**src/rtl/rxl_pkg.sv**
```systemverilog
// Shared types for the receive frame length limiter.
// Assumes at most one receive event acts per cycle; priority is resolved here.
package rxl_pkg;

    typedef enum logic [2:0] {
        EV_NONE  = 3'd0,
        EV_BYTE  = 3'd1,
        EV_OPEN  = 3'd2,
        EV_CLOSE = 3'd3,
        EV_ABORT = 3'd4
    } rx_ev_e;

    // Pick the single acting event: abort, close, open, byte.
    function automatic rx_ev_e pick_event(input logic open_i, input logic byte_i,
                                          input logic close_i, input logic abort_i);
        rx_ev_e ev;
        if (abort_i)      ev = EV_ABORT;
        else if (close_i) ev = EV_CLOSE;
        else if (open_i)  ev = EV_OPEN;
        else if (byte_i)  ev = EV_BYTE;
        else              ev = EV_NONE;
        return ev;
    endfunction

endpackage

```
**src/rtl/rxl_frame_track.sv**
```systemverilog
// Frame tracker: resolves strobe priority and keeps the open/closed frame state.
// Assumes strobes are single-cycle and already aligned to clk.
module rxl_frame_track
    import rxl_pkg::*;
(
    input  logic clk,
    input  logic rst_n,
    input  logic open_i,
    input  logic byte_i,
    input  logic close_i,
    input  logic abort_i,
    output logic active_o,
    output logic clear_o,
    output logic incr_o,
    output logic end_o,
    output logic aborted_o
);

    rx_ev_e ev;
    logic   active_q;

    // Decode the acting event for this cycle.
    always_comb begin
        ev        = pick_event(open_i, byte_i, close_i, abort_i);
        clear_o   = (ev == EV_OPEN);
        incr_o    = (ev == EV_BYTE) && active_q;
        end_o     = ((ev == EV_CLOSE) || (ev == EV_ABORT)) && active_q;
        aborted_o = (ev == EV_ABORT);
    end

    // Track whether a frame is currently open.
    always_ff @(posedge clk) begin
        if (!rst_n)              active_q <= 1'b0;
        else if (ev == EV_OPEN)  active_q <= 1'b1;
        else if (end_o)          active_q <= 1'b0;
    end

    assign active_o = active_q;


    idle_no_end_chk: assert property (@(posedge clk) disable iff (!rst_n)
        !active_q |-> !end_o && !incr_o);

endmodule

```
**src/rtl/rxl_len_count.sv**
```systemverilog
// Saturating frame byte counter with limit comparison and sticky too-long mark.
// Assumes limit may change at any time; each byte is judged against the current value.
module rxl_len_count #(
    parameter int LEN_W = 16
) (
    input  logic             clk,
    input  logic             rst_n,
    input  logic             clear_i,
    input  logic             incr_i,
    input  logic [LEN_W-1:0] limit_i,
    output logic [LEN_W:0]   cnt_o,
    output logic             over_o,
    output logic             pass_o
);

    localparam int CNT_W = LEN_W + 1;
    localparam logic [CNT_W-1:0] CNT_MAX = {CNT_W{1'b1}};

    logic [CNT_W-1:0] cnt_q;
    logic [CNT_W-1:0] cnt_nxt;
    logic             over_q;
    logic             exceed;
    logic             past_ok;

    // Next count value, held at the ceiling instead of wrapping.
    always_comb begin
        cnt_nxt = (cnt_q == CNT_MAX) ? cnt_q : cnt_q + 1'b1;
        exceed  = incr_i && (cnt_nxt > {1'b0, limit_i});
        pass_o  = incr_i && !over_q && !exceed;
    end

    // Count bytes of the current frame.
    always_ff @(posedge clk) begin
        if (!rst_n)       cnt_q <= '0;
        else if (clear_i) cnt_q <= '0;
        else if (incr_i)  cnt_q <= cnt_nxt;
    end

    // Remember that the limit was crossed until the next opening flag.
    always_ff @(posedge clk) begin
        if (!rst_n)       over_q <= 1'b0;
        else if (clear_i) over_q <= 1'b0;
        else if (exceed)  over_q <= 1'b1;
    end

    // Mark the first cycle after reset so history checks start clean.
    always_ff @(posedge clk) begin
        if (!rst_n) past_ok <= 1'b0;
        else        past_ok <= 1'b1;
    end

    assign cnt_o  = cnt_q;
    assign over_o = over_q;


    cnt_no_wrap_chk: assert property (@(posedge clk) disable iff (!rst_n)
        past_ok && !$past(clear_i) |-> cnt_q >= $past(cnt_q));


    cnt_sat_chk: assert property (@(posedge clk) disable iff (!rst_n)
        (cnt_q == CNT_MAX) && !clear_i |=> cnt_q == CNT_MAX);


    over_sticky_chk: assert property (@(posedge clk) disable iff (!rst_n)
        over_q && !clear_i |=> over_q);


    open_clears_chk: assert property (@(posedge clk) disable iff (!rst_n)
        clear_i |=> (cnt_q == '0) && !over_q);

endmodule

```
**src/rtl/rxl_byte_gate.sv**
```systemverilog
// Output byte register: forwards accepted bytes one cycle after arrival.
// Assumes the accept decision is made combinationally upstream.
module rxl_byte_gate #(
    parameter int DATA_W = 8
) (
    input  logic              clk,
    input  logic              rst_n,
    input  logic              pass_i,
    input  logic [DATA_W-1:0] data_i,
    output logic              vld_o,
    output logic [DATA_W-1:0] data_o
);

    // Register the valid strobe for each accepted byte.
    always_ff @(posedge clk) begin
        if (!rst_n) vld_o <= 1'b0;
        else        vld_o <= pass_i;
    end

    // Capture byte data only when a byte is accepted.
    always_ff @(posedge clk) begin
        if (!rst_n)      data_o <= '0;
        else if (pass_i) data_o <= data_i;
    end

endmodule

```
**src/rtl/rxl_status.sv**
```systemverilog
// End-of-frame status register: one-cycle strobe with length and error bits.
// Assumes frame ends are at least two cycles apart (an opening flag lies between).
module rxl_status #(
    parameter int CNT_W = 17
) (
    input  logic             clk,
    input  logic             rst_n,
    input  logic             end_i,
    input  logic             aborted_i,
    input  logic             too_long_i,
    input  logic [CNT_W-1:0] len_i,
    output logic             valid_o,
    output logic             too_long_o,
    output logic             aborted_o,
    output logic [CNT_W-1:0] len_o
);

    // Raise the status strobe for the cycle after a frame end.
    always_ff @(posedge clk) begin
        if (!rst_n) valid_o <= 1'b0;
        else        valid_o <= end_i;
    end

    // Capture the status fields at the frame end.
    always_ff @(posedge clk) begin
        if (!rst_n) begin
            too_long_o <= 1'b0;
            aborted_o  <= 1'b0;
            len_o      <= '0;
        end else if (end_i) begin
            too_long_o <= too_long_i;
            aborted_o  <= aborted_i;
            len_o      <= len_i;
        end
    end


    status_single_chk: assert property (@(posedge clk) disable iff (!rst_n)
        valid_o |=> !valid_o);

endmodule

```
**src/rtl/rx_len_limiter.sv**
```systemverilog
// Receive frame length limiter top: counts frame bytes, drops those past the
// programmed limit, and reports length and too-long status when the frame ends.
// Assumes flag and abort detection and bit destuffing are done upstream.
module rx_len_limiter #(
    parameter int DATA_W = 8,
    parameter int LEN_W  = 16
) (
    input  logic              clk,
    input  logic              rst_n,
    input  logic              rx_open,
    input  logic              rx_byte_vld,
    input  logic [DATA_W-1:0] rx_byte,
    input  logic              rx_close,
    input  logic              rx_abort,
    input  logic [LEN_W-1:0]  max_len,
    output logic              tx_byte_vld,
    output logic [DATA_W-1:0] tx_byte,
    output logic              st_valid,
    output logic              st_too_long,
    output logic              st_aborted,
    output logic [LEN_W:0]    st_len
);

    localparam int CNT_W = LEN_W + 1;

    logic             frame_active;
    logic             frame_clear;
    logic             frame_incr;
    logic             frame_end;
    logic             end_aborted;
    logic [CNT_W-1:0] byte_cnt;
    logic             too_long;
    logic             byte_pass;

    rxl_frame_track u_track (
        .clk       (clk),
        .rst_n     (rst_n),
        .open_i    (rx_open),
        .byte_i    (rx_byte_vld),
        .close_i   (rx_close),
        .abort_i   (rx_abort),
        .active_o  (frame_active),
        .clear_o   (frame_clear),
        .incr_o    (frame_incr),
        .end_o     (frame_end),
        .aborted_o (end_aborted)
    );

    rxl_len_count #(.LEN_W(LEN_W)) u_count (
        .clk     (clk),
        .rst_n   (rst_n),
        .clear_i (frame_clear),
        .incr_i  (frame_incr),
        .limit_i (max_len),
        .cnt_o   (byte_cnt),
        .over_o  (too_long),
        .pass_o  (byte_pass)
    );

    rxl_byte_gate #(.DATA_W(DATA_W)) u_gate (
        .clk    (clk),
        .rst_n  (rst_n),
        .pass_i (byte_pass),
        .data_i (rx_byte),
        .vld_o  (tx_byte_vld),
        .data_o (tx_byte)
    );

    rxl_status #(.CNT_W(CNT_W)) u_status (
        .clk        (clk),
        .rst_n      (rst_n),
        .end_i      (frame_end),
        .aborted_i  (end_aborted),
        .too_long_i (too_long),
        .len_i      (byte_cnt),
        .valid_o    (st_valid),
        .too_long_o (st_too_long),
        .aborted_o  (st_aborted),
        .len_o      (st_len)
    );


    tx_from_frame_chk: assert property (@(posedge clk) disable iff (!rst_n)
        tx_byte_vld |-> $past(frame_active) && $past(rx_byte_vld));


    tx_not_over_chk: assert property (@(posedge clk) disable iff (!rst_n)
        tx_byte_vld |-> !too_long);


    status_from_frame_chk: assert property (@(posedge clk) disable iff (!rst_n)
        st_valid |-> $past(frame_active) && !frame_active);

endmodule

```
**config.mk**
```make
export PLATFORM = sky130hd
export DESIGN_NAME = rx_len_limiter
export DESIGN_NICKNAME = d
export VERILOG_FILES = /design/src/rtl/rxl_pkg.sv /design/src/rtl/rxl_frame_track.sv /design/src/rtl/rxl_len_count.sv /design/src/rtl/rxl_byte_gate.sv /design/src/rtl/rxl_status.sv /design/src/rtl/rx_len_limiter.sv
export SDC_FILE = /design/constraint.sdc
export NUM_CORES = 1
export LEC_CHECK = 0
export CAP_MARGIN = 10
export CORE_AREA = 2 2 69 71
export DETAILED_ROUTE_END_ITERATION = 6
export DIE_AREA = 0 0 71 73
export DONT_BUFFER_PORTS = 1
export PLACE_DENSITY = 0.77
export SETUP_SLACK_MARGIN = 0.15
export SKIP_CTS_REPAIR_TIMING = 1
export SYNTH_ARGS = -nofsm -noshare
export SYNTH_HDL_FRONTEND = slang
export SYNTH_SLANG_ARGS = --single-unit
```
**constraint.sdc**
```tcl
create_clock -name clk -period 4.1 [get_ports clk]
set_input_delay 1.23 -clock clk [delete_from_list [all_inputs] [get_ports clk]]
set_output_delay 1.23 -clock clk [all_outputs]
set_load 0.1 [all_outputs]
```
Word-level counts from Yosys, hierarchy flattened

Index checks and enable logic that the tools add are counted.

Bits in registers: 48
Output and inout port bits: 29
Word-level logic and storage cells: 34

Magnitude comparators: 1
Bitwise operators: 1
$add $sub $neg: 1
Eq/ne operators: 5
Reductions and logical operators: 10
Muxes and demuxes: 7

Operators by type and width:

| operator                | count |
|---|---|
| $add A17 B1 Y17 const B | 1 |
| $eq A17 B17 Y1 const B  | 1 |
| $gt A17 B16 Y1          | 1 |
| $mux W17                | 1 |
| $mux W3                 | 3 |
| $eq A3 B2 Y1 const B    | 2 |
| $logic_and A1 B1 Y1     | 5 |
| $eq A3 B1 Y1 const B    | 1 |
| $eq A3 B3 Y1 const B    | 1 |
| $mux W1                 | 3 |
| $logic_not A1 Y1        | 2 |
| $reduce_bool A2 Y1      | 1 |
| $reduce_or A2 Y1        | 1 |
| $logic_or A1 B1 Y1      | 1 |
| $not A1 Y1              | 1 |

Depth between registers and ports, before layout

Depth after elaboration: 9
Gate-level depth with buffers: 13
Mapped depth without buffers: 12

Cells and area by module

From an unflattened synthesis, not the netlist that was laid out.

Cell total of the unflattened synthesis: 297
Area, all modules: 2763.9 um^2

By module, submodules not included:

| module          | area an instance (um^2) | sequential area each (um^2) | cells each | times used |
|---|---|---|---|---|
| rxl_len_count   | 1624.1                  | 360.3                       | 199        | 1 |
| rxl_status      | 745.7                   | 400.4                       | 63         | 1 |
| rxl_byte_gate   | 329.1                   | 180.2                       | 27         | 1 |
| rxl_frame_track | 65.1                    | 20.0                        | 8          | 1 |

Worst setup path after synthesis

OpenSTA, ideal clock, no wires.

Kind: register -> register
From: register u_count.cnt_q[0] (netlist: u_count.cnt_o[0])
To: register u_gate.data_o[0]
Cell stages (with the launch flop): 14
Setup time: 72 ps
Arrival: 3400 ps
Slack: 628 ps
Required time: 4028 ps
Path through: dfxtp_1 ha_1 nand3_1 nor2_1 and2_1 clkbuf_1 nor2_1 xor2_1 ha_1 a21o_1 a21oi_1 a21boi_0 o41ai_4 mux2i_1

Longest elaborated chain between the ends: 6
Elaborated cells between the ends (all ways): 7
Those cells by class: add/sub: 1; order compare: 1; eq/ne: 1; mux: 1; reduce/logical: 3

RTL lines:

| item                                                     | RTL line            | source |
|---|---|---|
| from (decl)                                              | rxl_len_count.sv:19 | `logic [CNT_W-1:0] cnt_q;` |
| from (signal assigned)                                   | rxl_len_count.sv:36 | `else if (incr_i) cnt_q <= cnt_nxt;` |
| $add A17 B1 Y17 / $eq A17 B17 Y1 (equally long branches) | rxl_len_count.sv:27 | `cnt_nxt = (cnt_q == CNT_MAX) ? cnt_q : cnt_q + 1'b1;` |
| $mux W17 (*)                                             | rxl_len_count.sv:27 |  |
| via u_count.cnt_nxt[3]                                   | rxl_len_count.sv:20 | `logic [CNT_W-1:0] cnt_nxt;` |
| $gt A17 B16 Y1 (*)                                       | rxl_len_count.sv:28 | `exceed = incr_i && (cnt_nxt > {1'b0, limit_i});` |
| $logic_and A1 B1 Y1 (*)                                  | rxl_len_count.sv:28 |  |
| $logic_not A1 Y1 (*)                                     | rxl_len_count.sv:29 | `pass_o = incr_i && !over_q && !exceed;` |
| $logic_and A1 B1 Y1 (*)                                  | rxl_len_count.sv:29 |  |
| to (signal assigned)                                     | rxl_byte_gate.sv:23 | `else if (pass_i) data_o <= data_i;` |
| to (decl)                                                | rxl_byte_gate.sv:11 | `output logic [DATA_W-1:0] data_o` |

The timed path passes the listed nets; every way through them passes the cells marked *.
A chain may end at the register's enable or synchronous reset.

Worst setup path in the final report

From: register u_count.cnt_q[11] (netlist: u_count.cnt_o[11])
To: register u_gate.data_o[3]

Longest elaborated chain between the ends: 6
Elaborated cells between the ends (all ways): 7
Those cells by class: add/sub: 1; order compare: 1; eq/ne: 1; mux: 1; reduce/logical: 3

RTL lines:

| item                   | RTL line |
|---|---|
| $eq A17 B17 Y1         | rxl_len_count.sv:27 |
| $mux W17               | rxl_len_count.sv:27 |
| via u_count.cnt_nxt[7] | rxl_len_count.sv:20 |
| $gt A17 B16 Y1         | rxl_len_count.sv:28 |
| $logic_and A1 B1 Y1    | rxl_len_count.sv:28 |
| $logic_not A1 Y1       | rxl_len_count.sv:29 |
| $logic_and A1 B1 Y1    | rxl_len_count.sv:29 |

The timed path passes the listed nets, and every way through them passes these cells.

==> qor.txt <==
Status -> finished clean
Top-Level Pins -> 59
Core ar. -> 4540 um2
R2R setup slack -> 0.62 ns
Ratio of cells with drive above 1 in the final layout -> 6.75%
Vias in the first global route -> 2,101
Reg-to-reg endpoint -> u_gate.data_o[3]
H-tree Lvls -> 2
Non-Filler Instances -> 380
Drt total wl -> 5.38 mm
Critical Path Fanout Max -> 10
Dpl cells -> 371
Yosys synthesis warning count -> 0
DRT Pass-1 Iters -> 6
Max Clock Skew -> 0.00735 ns
Routed vias -> 2,187
CP Launch Type -> flip-flop
Final Critical Period -> 3.48 ns
Max-cap violations -> 0
Insertion delay of the later-clocked pin in the worst-skew pair -> 0.30 ns
Die X-Extent -> 71 um
RSZ-0062 raised after global routing -> no
Most frequent cells after synthesis -> nand2_1, dfxtp_1, nor2_1
Most numerous cell in the Yosys netlist -> nand2_1
Critical path endpoint -> u_gate.data_o[3]
# setup viols final -> 0
Share of the synthesized area in the top cell type -> 35.4%
Remaining Overflow, GRT -> 0
Worst path top cell family by delay -> simple AND/OR/NAND/NOR gates
Worst EP arrival -> 3.67 ns
Finished Core Util -> 63.8%
Setup TNS -> 0 ns
R2R depth -> 13
Worst slew margin -> 33.8%
Synth Cell Area -> 2720 um2
Stages on the worst setup path -> 13
Clock sinks -> 48
Final period util -> 85.0%
Most used cell along the critical path -> nor3_1
Post-detail-place hpwl -> 4.05 mm
Synth async-reset ratio -> 0%
WP data required -> 4.29 ns
Vias per cell -> 5.76
1st-iter DRT viols -> 96
Max VDD drop -> 0.332 mV
Least-Margin Pin Slew -> 0.991 ns
Synth area leaders -> dfxtp_1, nand2_1, ha_1
Syn Area/Cell -> 8.21 um2
Root buf cell -> clkbuf_8
Slew Limit Fails -> 0
Synth Flop Type -> dfxtp_1
Synth cell types -> 42
CTS clk-pin slew, worst paths -> 0.10 ns
I/O Buffers -> 0
Synth area leader -> dfxtp_1
WL/cell -> 14.2 um
Net Count, Synth -> 378
Slowest stage delay, CP -> 0.46 ns
Die Area -> 5180 um2
EDFF count, synth -> 0
Die H -> 73 um
Diodes inserted -> 0
Pwr dens -> 315 nW/um2
Final net count -> 372
Yosys reg bits -> 48
Largest net degree at the start of global routing -> 41
First-pass GRT wire length -> 8.97 mm
Critical Path Sink Type -> flip-flop
Leakage power -> 0.00113 uW
Crit-path cells -> nand4_1, nor3_1, buf_4, and2_1, nor3_1, xor2_1, ha_1, nand4_1, nor3_1, a21boi_1, o41ai_4, buf_12, mux2i_1
Syn Inst Count -> 331
Global placer's final weighted congestion -> 0.903
Final Power -> 910 uW
Initial antenna violation count -> 0
Seq/Total Area, Yosys -> 35.4%
CTS tree -> built
Hold Crit Class -> flip-flop to flip-flop
CP bufs+invs -> 2
CTS Buf Count -> 5
Row cnt -> 25
Maximum clock rate -> 0.287 GHz
Slowest cell on crit path -> dfxtp_1
Routed Antenna Nets -> 0
Total GRT Usage -> 21.3%
Placed standard-cell area -> 2730 um2
Detailed-route DRC error count -> 0
Initial core utilization -> 59.9%
CTS max path bufs -> 2
FF-to-FF Start -> u_count.cnt_o[11]
Hold Violations, Final -> 0
Crit. Startpoint -> u_count.cnt_o[11]
Crit Path Class -> flip-flop to flip-flop
Cell area after layout -> 2890 um2
Area Growth Syn to Fin -> 6.45%
## per-layer routing
layer	vias to the layer above	part of all wire (%)	GRT usage [%]
li1	1114	-	-
met1	1009	42	24.3
met2	58	52	40.2
met3	6	4.8	4.56
met4	0	1.0	6.08
met5	-	0	0
## tightest hold or removal path: stages, from the launching register on
cell and delay (ns):
dfxtp_1 0.34, nand2_1 0.06, a21boi_0 0.07
## worst min-delay path by stage
stage,startpoint,end,slack (ns),cells after the start
floorplan,u_count.cnt_o[16],u_status.len_o[16],0.45,2
global placement,u_count.cnt_o[16],u_status.len_o[16],0.49,2
detailed placement,u_count.cnt_o[16],u_status.len_o[16],0.49,2
CTS,u_count.cnt_o[16],u_status.len_o[16],0.51,2
global route,u_count.cnt_o[16],u_count.cnt_o[16],0.54,2
finish,u_count.cnt_o[16],u_status.len_o[16],0.51,2
## where the power goes
group | switching, uW | internal (uW) | total (uW)
Combinational | 16.4 | 10.6 | 27.0
Sequential | 5.08 | 467 | 472
Clock | 166 | 246 | 411
## stage by stage
step	hold slack [ns]	setup slack (ns)
floorplan	0.454	0.628
global placement	0.485	0.531
detailed placement	0.492	0.498
CTS	0.507	0.471
global route	0.540	0.206
finish	0.506	0.617
## cells in the final DEF (no fill, tap or decap), types with 2 or more instances in the layout
cell	Yosys	layout
a2111oi_2	3	3
o21a_1	3	3
a211oi_1	4	4
nor2_1	25	25
bufinv_16	0	2
ha_1	17	17
xor2_1	9	9
inv_1	18	18
buf_4	0	4
and3_1	4	4
nand4_1	8	8
nor4_1	5	5
clkbuf_8	0	5
nand3_1	6	6
and2_1	2	2
a21boi_0	20	19
nand2_1	69	69
xnor2_1	17	17
or2_2	2	2
o21ai_0	4	4
dfxtp_1	48	48
mux2i_1	8	8
a21oi_1	7	7
a21o_1	3	3
or3_1	4	4
nor3_1	10	10
nand2b_1	3	3
## sequential cells by signal, summed over array words and instances, names as in the netlist
signal               cells
u_count.over_o           1
u_count.cnt_o           17
u_status.too_long_o      1
u_gate.vld_o             1
u_track.active_o         1
u_gate.data_o            8
u_status.valid_o         1
u_status.len_o          17
u_status.aborted_o       1
## cell families (layout without fill, tap and decap cells)
group / after synthesis / after routing / share of synthesized area [%]
buffers and inverters: 36 / 31 / 5.43
xor gates and xnor gates: 26 / 26 / 8.38
adders and majority gates: 17 / 17 / 7.83
DFF: 48 / 48 / 35.4
and+or+nand+nor: 144 / 144 / 24.5
muxes: 9 / 9 / 3.36
AOI/OAI and AO/OA: 51 / 51 / 15.2
## area by class of cell
type | instances | area [um2]
fillers | 401 | 1640
multi-input cells | 247 | 1610
flip-flops and latches | 48 | 961
clock buffers | 5 | 68.8
clock inverters | 3 | 68.8
inverters | 18 | 67.6
well taps | 54 | 67.6
repair buffers | 5 | 50.0
Power figures use the tool's default switching activity.
